$ cat config.mk
export PLATFORM = sky130hd
export DESIGN_NAME = iret_restore
export DESIGN_NICKNAME = d
export VERILOG_FILES = /design/src/rtl/iret_pkg.sv /design/src/rtl/iret_flag_merge.sv /design/src/rtl/iret_seq.sv /design/src/rtl/iret_restore.sv
export SDC_FILE = /design/constraint.sdc
export NUM_CORES = 1
export LEC_CHECK = 0
export BUFFER_PORTS_ARGS = -buffer_cell sky130_fd_sc_hd__buf_2
export CORE_MARGIN = 2
export CORE_UTILIZATION = 30
export DETAILED_ROUTE_END_ITERATION = 8
export PLACE_DENSITY = 0.54
export SETUP_SLACK_MARGIN = 0.1
export SLEW_MARGIN = 20
export SYNTH_ARGS = -nofsm -noshare
export SYNTH_HDL_FRONTEND = slang
export SYNTH_SLANG_ARGS = --single-unit
$ cat constraint.sdc
create_clock -name clk_i -period 5.55 [get_ports clk_i]
set_clock_uncertainty 0.2 [all_clocks]
set_input_delay 1.3875 -clock clk_i [delete_from_list [all_inputs] [get_ports clk_i]]
set_output_delay 1.3875 -clock clk_i [all_outputs]
set_load 0.05 [all_outputs]
$ cat src/rtl/iret_pkg.sv
package iret_pkg;
  localparam int FL_W    = 32;
  localparam int IF_BIT  = 9;
  localparam int IOPL_LO = 12;
  localparam int IOPL_HI = 13;
  // fixed-value flag bits
  localparam logic [FL_W-1:0] RSVD_ONE  = 32'h0000_0002;
  localparam logic [FL_W-1:0] RSVD_ZERO = 32'hFFC0_8028;

  typedef enum logic [2:0] {
    ST_IDLE,
    ST_POP_IP,
    ST_POP_CS,
    ST_POP_FL,
    ST_FIN
  } iret_state_e;
endpackage

$ cat src/rtl/iret_flag_merge.sv
module iret_flag_merge
  import iret_pkg::*;
(
  input  logic            clk_i,
  input  logic            rst_ni,
  input  logic            load_i,
  input  logic [1:0]      cpl_i,
  input  logic [FL_W-1:0] cur_flags_i,
  input  logic [FL_W-1:0] saved_i,
  output logic [FL_W-1:0] flags_o
);
  logic [FL_W-1:0] merged;
  logic [1:0]      cur_iopl;

  assign cur_iopl = cur_flags_i[IOPL_HI:IOPL_LO];

  always_comb begin
    merged = (saved_i & ~RSVD_ZERO) | RSVD_ONE;
    if (cpl_i != 2'd0) merged[IOPL_HI:IOPL_LO] = cur_iopl;
    if (cpl_i > cur_iopl) merged[IF_BIT] = cur_flags_i[IF_BIT];
  end

  always_ff @(posedge clk_i or negedge rst_ni) begin
    if (!rst_ni)     flags_o <= '0;
    else if (load_i) flags_o <= merged;
  end

  AST_IOPL_KEEP: assert property (@(posedge clk_i) disable iff (!rst_ni)
    load_i && (cpl_i != 2'd0) |=> flags_o[IOPL_HI:IOPL_LO] == $past(cur_flags_i[IOPL_HI:IOPL_LO]));
  AST_IF_KEEP: assert property (@(posedge clk_i) disable iff (!rst_ni)
    load_i && (cpl_i > cur_flags_i[IOPL_HI:IOPL_LO]) |=> flags_o[IF_BIT] == $past(cur_flags_i[IF_BIT]));
  AST_RSVD_FIXED: assert property (@(posedge clk_i) disable iff (!rst_ni)
    load_i |=> flags_o[1] && ((flags_o & RSVD_ZERO) == '0));
endmodule

$ cat src/rtl/iret_seq.sv
module iret_seq
  import iret_pkg::*;
#(
  parameter int ADDR_W     = 32,
  parameter int SLOT_BYTES = 4
) (
  input  logic              clk_i,
  input  logic              rst_ni,
  input  logic              start_i,
  input  logic [ADDR_W-1:0] sp_i,
  input  logic [1:0]        cpl_i,
  input  logic [FL_W-1:0]   cur_flags_i,
  output logic              stk_req_o,
  output logic [ADDR_W-1:0] stk_addr_o,
  input  logic              stk_valid_i,
  input  logic [FL_W-1:0]   stk_rdata_i,
  output logic              fl_load_o,
  output logic [1:0]        cpl_o,
  output logic [FL_W-1:0]   cur_flags_o,
  output logic [FL_W-1:0]   ip_o,
  output logic [15:0]       cs_o,
  output logic [ADDR_W-1:0] sp_o,
  output logic              busy_o,
  output logic              done_o
);
  localparam logic [ADDR_W-1:0] SLOT = ADDR_W'(SLOT_BYTES);

  iret_state_e     state_q;
  logic [ADDR_W-1:0] sp_q;
  logic              accept;

  assign stk_req_o  = (state_q == ST_POP_IP) || (state_q == ST_POP_CS) || (state_q == ST_POP_FL);
  assign accept     = stk_req_o && stk_valid_i;
  assign fl_load_o  = (state_q == ST_POP_FL) && stk_valid_i;
  assign stk_addr_o = sp_q;
  assign sp_o       = sp_q;
  assign busy_o     = (state_q != ST_IDLE);
  assign done_o     = (state_q == ST_FIN);

  always_ff @(posedge clk_i or negedge rst_ni) begin
    if (!rst_ni) begin
      state_q     <= ST_IDLE;
      sp_q        <= '0;
      cpl_o       <= '0;
      cur_flags_o <= '0;
      ip_o        <= '0;
      cs_o        <= '0;
    end else begin
      if (accept) sp_q <= sp_q + SLOT;
      unique case (state_q)
        ST_IDLE: if (start_i) begin
          sp_q        <= sp_i;
          cpl_o       <= cpl_i;
          cur_flags_o <= cur_flags_i;
          state_q     <= ST_POP_IP;
        end
        ST_POP_IP: if (stk_valid_i) begin
          ip_o    <= stk_rdata_i;
          state_q <= ST_POP_CS;
        end
        ST_POP_CS: if (stk_valid_i) begin
          cs_o    <= stk_rdata_i[15:0];
          state_q <= ST_POP_FL;
        end
        ST_POP_FL: if (stk_valid_i) state_q <= ST_FIN;
        ST_FIN:    state_q <= ST_IDLE;
        default:   state_q <= ST_IDLE;
      endcase
    end
  end

  AST_REQ_IN_BUSY: assert property (@(posedge clk_i) disable iff (!rst_ni)
    stk_req_o |-> busy_o);
  AST_ADDR_HOLD: assert property (@(posedge clk_i) disable iff (!rst_ni)
    stk_req_o && !stk_valid_i |=> stk_req_o && $stable(stk_addr_o));
  AST_SP_STEP: assert property (@(posedge clk_i) disable iff (!rst_ni)
    accept |=> stk_addr_o == $past(stk_addr_o) + SLOT);
  AST_DONE_PULSE: assert property (@(posedge clk_i) disable iff (!rst_ni)
    done_o |=> !done_o && !busy_o);
  AST_CTX_FROZEN: assert property (@(posedge clk_i) disable iff (!rst_ni)
    busy_o |=> $stable(cpl_o) && $stable(cur_flags_o));
endmodule

$ cat src/rtl/iret_restore.sv
module iret_restore
  import iret_pkg::*;
#(
  parameter int ADDR_W     = 32,
  parameter int SLOT_BYTES = 4
) (
  input  logic              clk_i,
  input  logic              rst_ni,
  input  logic              start_i,
  input  logic [ADDR_W-1:0] sp_i,
  input  logic [1:0]        cpl_i,
  input  logic [31:0]       cur_flags_i,
  output logic              stk_req_o,
  output logic [ADDR_W-1:0] stk_addr_o,
  input  logic              stk_valid_i,
  input  logic [31:0]       stk_rdata_i,
  output logic [31:0]       new_ip_o,
  output logic [15:0]       new_cs_o,
  output logic [31:0]       new_flags_o,
  output logic [ADDR_W-1:0] new_sp_o,
  output logic              busy_o,
  output logic              done_o
);
  logic            fl_load;
  logic [1:0]      cpl_q;
  logic [FL_W-1:0] cur_q;

  iret_seq #(
    .ADDR_W     (ADDR_W),
    .SLOT_BYTES (SLOT_BYTES)
  ) u_seq (
    .clk_i       (clk_i),
    .rst_ni      (rst_ni),
    .start_i     (start_i),
    .sp_i        (sp_i),
    .cpl_i       (cpl_i),
    .cur_flags_i (cur_flags_i),
    .stk_req_o   (stk_req_o),
    .stk_addr_o  (stk_addr_o),
    .stk_valid_i (stk_valid_i),
    .stk_rdata_i (stk_rdata_i),
    .fl_load_o   (fl_load),
    .cpl_o       (cpl_q),
    .cur_flags_o (cur_q),
    .ip_o        (new_ip_o),
    .cs_o        (new_cs_o),
    .sp_o        (new_sp_o),
    .busy_o      (busy_o),
    .done_o      (done_o)
  );

  iret_flag_merge u_merge (
    .clk_i       (clk_i),
    .rst_ni      (rst_ni),
    .load_i      (fl_load),
    .cpl_i       (cpl_q),
    .cur_flags_i (cur_q),
    .saved_i     (stk_rdata_i),
    .flags_o     (new_flags_o)
  );
endmodule

# Yosys cells after proc, flatten, opt, wreduce, memory -nomap -nowiden
# Cells that the tools add are included.
dict set report classes {
  addsub 1
  n_reduce_logical 11
  mux 10
  order_cmp 1
  n_eq_ne 8
}
# operator n
set op_table {}
lappend op_table {{2-to-1 mux 32 bit} 3}
lappend op_table {{adder 32 x 3 -> 32 bit (second input constant)} 1}
lappend op_table {{2-to-1 mux 3 bit} 4}
lappend op_table {{one-hot mux 3 bit (4 select lines)} 1}
lappend op_table {{!= test 2 bit (second input constant)} 4}
lappend op_table {{== test 3 x 2 -> 1 bit (second input constant)} 2}
lappend op_table {{AND reduction 2 bit} 3}
lappend op_table {{AND reduction 4 bit} 1}
lappend op_table {{== test 3 x 1 -> 1 bit (second input constant)} 1}
lappend op_table {{== test 3 bit (second input constant)} 1}
lappend op_table {{logical NOT 3 bit} 1}
lappend op_table {{nonzero test 3 bit} 1}
lappend op_table {{greater-than comparator 2 bit} 1}
lappend op_table {{logical AND 1 bit} 2}
lappend op_table {{logical OR 1 bit} 2}
lappend op_table {{2-to-1 mux 2 bit} 1}
lappend op_table {{nonzero test 2 bit} 1}
lappend op_table {{2-to-1 mux 1 bit} 1}
dict set report word_totals {
  in_bits 102
  wordCells 38
  output_inout_bits 147
  ff_bits 118
}

# Longest topological paths before layout
dict set report depth {
  word_depth 7
  mapped_depth 7
  depth_no_buf 7
}

# Hierarchy
# From an unflattened synthesis, not the netlist that was laid out.
dict set report unflattened {
  hier_cells 568
  area_unflattened_um2 6218.5
}
# module cells_each seq_area_each_um2 instances area_each_um2
set by_module_without_submodules {}
lappend by_module_without_submodules {iret_seq 498 2927.8 1 5317.6}
lappend by_module_without_submodules {iret_flag_merge 70 475.5 1 900.9}

# Least setup slack after synthesis
# No wires, ideal clock.
dict set report synth_timing {
  kind {register -> output}
  from {register u_seq.state_q[1]}
  to {output port done_o}
  t_required_ps 3963
  n_path_buf 1
  path_slack_ps 2710
  path_stages_with_launch 4
  arrival_time_ps 1253
  path_cell_list {dfrtp_1 -> buf_2 -> nor2_2 -> and2_1}
}
dict set report synth_via {
  elab_chain_len 1
}
# element line_no
set synth_lines {}
lappend synth_lines {{from (decl)} iret_seq.sv:28} ;# iret_state_e state_q;
lappend synth_lines {{from (signal assigned)} iret_seq.sv:42} ;# state_q <= ST_IDLE;
lappend synth_lines {{from (signal assigned)} iret_seq.sv:55} ;# state_q <= ST_POP_IP;
lappend synth_lines {{from (signal assigned)} iret_seq.sv:59} ;# state_q <= ST_POP_CS;
lappend synth_lines {{== test 3 bit} iret_seq.sv:38} ;# assign done_o = (state_q == ST_FIN);
lappend synth_lines {{to (decl)} iret_restore.sv:22} ;# output logic done_o
# Every way passes these cells.

# Worst setup path in the final report
# Ends and elaborated chain as after synthesis.

==> results_tabular.tex <==
\begin{tabular}{lr}
\hline
Metric & Value \\
\hline
\multicolumn{2}{l}{\textbf{Hold path}} \\
\quad Endpoint with the worst hold slack & u\_merge.flags\_o[1] \\
\quad Min-Delay Path Class & flip-flop to flip-flop \\
\quad Cells on Worst Hold Path & 1 \\
\quad Hold Crit Start & u\_merge.flags\_o[1] \\
\multicolumn{2}{l}{\textbf{Setup path}} \\
\quad Cell-by-cell listing of the critical path & nor2\_2 -> and2\_1 -> buf\_2 \\
\quad Worst r2r src & u\_seq.state\_q[2] \\
\quad Worst setup path category & flip-flop to output pin \\
\quad Worst path buffer plus inverter count & 1 \\
\quad R2r endpoint & u\_seq.cpl\_o[1] \\
\quad Max Fanout on Critical Path & 8 \\
\quad Slowest stage cell, crit path & sky130\_fd\_sc\_hd\_\_dfrtp\_1 \\
\quad Worst endpoint data arrival time & 1.64 ns \\
\quad Peak per-stage delay on the critical path & 0.49 ns \\
\quad Crit path capture type & output pin \\
\quad Sort of element at the start of the critical path & flip-flop \\
\quad R2R Setup Slk & 3.15 ns \\
\quad Count of cells along the worst register-to-register path & 4 \\
\quad Endpoint required time on the critical path & 3.96 ns \\
\quad Cell class contributing the biggest share of worst-path delay & simple AND/OR/NAND/NOR gates \\
\multicolumn{2}{l}{\textbf{Layout}} \\
\quad Layout cell share with drive strength beyond 1 & 51.4\% \\
\quad Synthesis-to-layout area growth & 24.8\% \\
\quad Antenna diode count & 0 \\
\quad Layout fillers & 1660 \\
\quad Layout Utilization & 38.3\% \\
\quad Most common library cell in the layout ignoring fill and taps & sky130\_fd\_sc\_hd\_\_buf\_2 \\
\quad Most frequent cells in the layout & sky130\_fd\_sc\_hd\_\_buf\_2, sky130\_fd\_sc\_hd\_\_dfrtp\_1, sky130\_fd\_sc\_hd\_\_mux2\_2, sky130\_fd\_sc\_hd\_\_nand2\_1, sky130\_fd\_sc\_hd\_\_xor2\_1 \\
\quad Final instance area & 6320 µm² \\
\quad Layout Nets & 699 \\
\multicolumn{2}{l}{\textbf{Timing}} \\
\quad Fmax & around 310 MHz \\
\quad Unrepaired setup endpoints after global routing & no \\
\quad Final critical delay including setup and external delays & roughly 3.2 ns \\
\quad Hold Violations, Final & 0 \\
\quad Worst-Margin Slew & between 1 and 1.5 ns \\
\quad Final Setup Violations & 0 \\
\quad Final Slew Violations & 0 \\
\quad Worst slew margin relative to its limit & 30.1\% \\
\quad Setup TNS & 0 ns \\
\quad Final worst path period share & 58.2\% \\
\multicolumn{2}{l}{\textbf{Global route}} \\
\quad Pin count of the biggest net entering global routing & 81 \\
\quad Global-route wire length before repair & 20400 µm \\
\quad Global Route Usage Sum & 14.3\% \\
\quad Via count of the first global-routing pass & 3853 \\
\quad Antenna violations before repair & 1 \\
\quad GR Overflow Total & 0 \\
\multicolumn{2}{l}{\textbf{Clocking}} \\
\quad Number of resized instances in the post-cts repair step & 0 \\
\quad Clock slew seen by the registers of the worst setup and hold paths & 0.08 ns \\
\quad H-tree level count & 3 \\
\quad Root Buffer Master & sky130\_fd\_sc\_hd\_\_clkbuf\_16 \\
\quad Clock net sink count & 107 \\
\quad Number of clock buffers inserted by TritonCTS & 9 \\
\quad Clock latency on the worst-skew pair & 0.35 ns \\
\quad Number of hold buffers added after CTS & 0 \\
\quad Setup Buffers After CTS & 0 \\
\quad CTS tree & done \\
\quad Worst-case clock buffer depth & 2 \\
\multicolumn{2}{l}{\textbf{Synth}} \\
\quad Fraction of the yosys area taken by sequential cells & a little over half \\
\quad Netlist cell types & 34 \\
\quad Post-synthesis average cell area & between 10 and 15 µm² \\
\quad Number of storage elements in the synthesis netlist & roughly 110 \\
\quad Netlist area before placement & 5070 µm² \\
\quad Number of instances in the synthesized netlist & 424 \\
\quad Post-synth EDFFs & 0 \\
\quad Main synth FF type & sky130\_fd\_sc\_hd\_\_dfrtp\_1 \\
\quad Count of synthesis-stage warnings from yosys & 0 \\
\quad Async set-reset flop share out of synthesis & 100\% \\
\multicolumn{2}{l}{\textbf{Route}} \\
\quad DRC violations left & 0 \\
\quad Total detailed-routing wirelength & roughly 12000 µm \\
\quad Drt first pass iters & 4 \\
\quad Drt initial violations & 91 \\
\quad Avg Vias per Cell & 4.53 \\
\quad Antenna viol nets, final & 0 \\
\quad Total via count after detailed routing & about 3700 \\
\quad Average detailed-routed wire length per instance & 15.2 µm \\
\multicolumn{2}{l}{\textbf{Place}} \\
\quad Port Buf Inserts & 206 \\
\quad Post-detailed-placement half-perimeter wirelength & 8990 µm \\
\quad Cell Area, Placed & 6020 µm² \\
\quad Routability cong. & about 0.77 \\
\multicolumn{2}{l}{\textbf{Floorplanning}} \\
\quad Full die area & 17900 µm² \\
\quad Die height & 134 µm \\
\quad Die Span X & 134 µm \\
\quad Rows & between 40 and 50 \\
\quad I/O pins & 249 \\
\quad Starting Density & between 30\% and 40\% \\
\quad Area inside the core boundary & between 15000 and 20000 µm² \\
\multicolumn{2}{l}{\textbf{Run status}} \\
\quad Result of the run & finished clean \\
\multicolumn{2}{l}{\textbf{Run}} \\
\quad Max-cap violations & 0 \\
\hline
\end{tabular}
==> per-layer routing <==
layer | share of wire, % | vias up | global-route usage [%]
met1 | 40 | 1782 | 16.8
met2 | 48 | 177 | 24.0
met5 | 0 | - | 0
li1 | - | 1741 | -
met4 | 1.7 | 0 | 5.32
met3 | 10 | 13 | 4.99
==> cell type report <==
class / instances / area (µm²) / area share (%)
inverter: 5 / 18.8 / 0.297
sequential: 107 / 2680 / 42.3
clock buffer: 10 / 239 / 3.78
timing repair buffer: 211 / 1070 / 17.0
multi-input combinational: 260 / 1970 / 31.2
clock inverter: 6 / 66.3 / 1.05
tap: 220 / 275 / 4.35
==> stage by stage <==
step           std cells  setup slack [ns]  hold slack (ns)
3_5_place_dp         803              2.15            0.258
2_1_floorplan        436              2.71            0.280
4_1_cts              819              2.28            0.281
3_3_place_gp         803              2.21            0.244
5_1_grt              819              2.21            0.309
6_report             819              2.32            0.283
==> cells by family (layout without fill, tap and decap cells) <==
logic type               count (synthesis)  in the layout  share of synthesized area [%]
AO/OA/AOI/OAI                           39             39                           4.37
adder cells (fa/ha/maj)                  3              3                          0.741
AND/OR/NAND/NOR                        103            103                           11.7
other                                    1             13                         0.0740
flip-flops                             107            107                           52.8
buffers and inverters                   69            232                           9.23
multiplexers                            72             72                           15.9
XOR/XNOR                                30             30                           5.19
==> cells in the mapped netlist, drive strengths merged (6+ instances only) <==
master	number	share of area [%]
dfrtp	107	53
buf	59	8.4
nand2	42	3.1
o21ai	37	4.2
xor2	26	4.5
and3	6	0.74
nand3	11	1.1
nand4	17	2.1
mux2	68	15
nor2	9	0.86
==> sequential cells by signal, summed over array words and instances, names as in the netlist <==
signal	flops
u_seq.state_q	3
u_merge.flags_o	19
u_seq.cpl_o	2
u_seq.ip_o	32
u_seq.cs_o	16
u_seq.cur_flags_o	3
u_seq.sp_o	32
==> worst max-delay path by stage <==
stage / endpoint / startpoint / cells past startpoint / slack, ns
floorplan: done_o / u_seq.state_q[1] / 3 / 2.71
CTS: done_o / u_seq.state_q[1] / 3 / 2.28
global route: done_o / u_seq.state_q[1] / 3 / 2.21
global placement: u_merge.flags_o[20] / stk_valid_i / 5 / 2.21
detailed placement: u_merge.flags_o[21] / stk_valid_i / 5 / 2.15
finish: done_o / u_seq.state_q[1] / 3 / 2.32
Power is not shown: default switching activity piles up to over one toggle a cycle in this logic, so the estimate is an artifact.
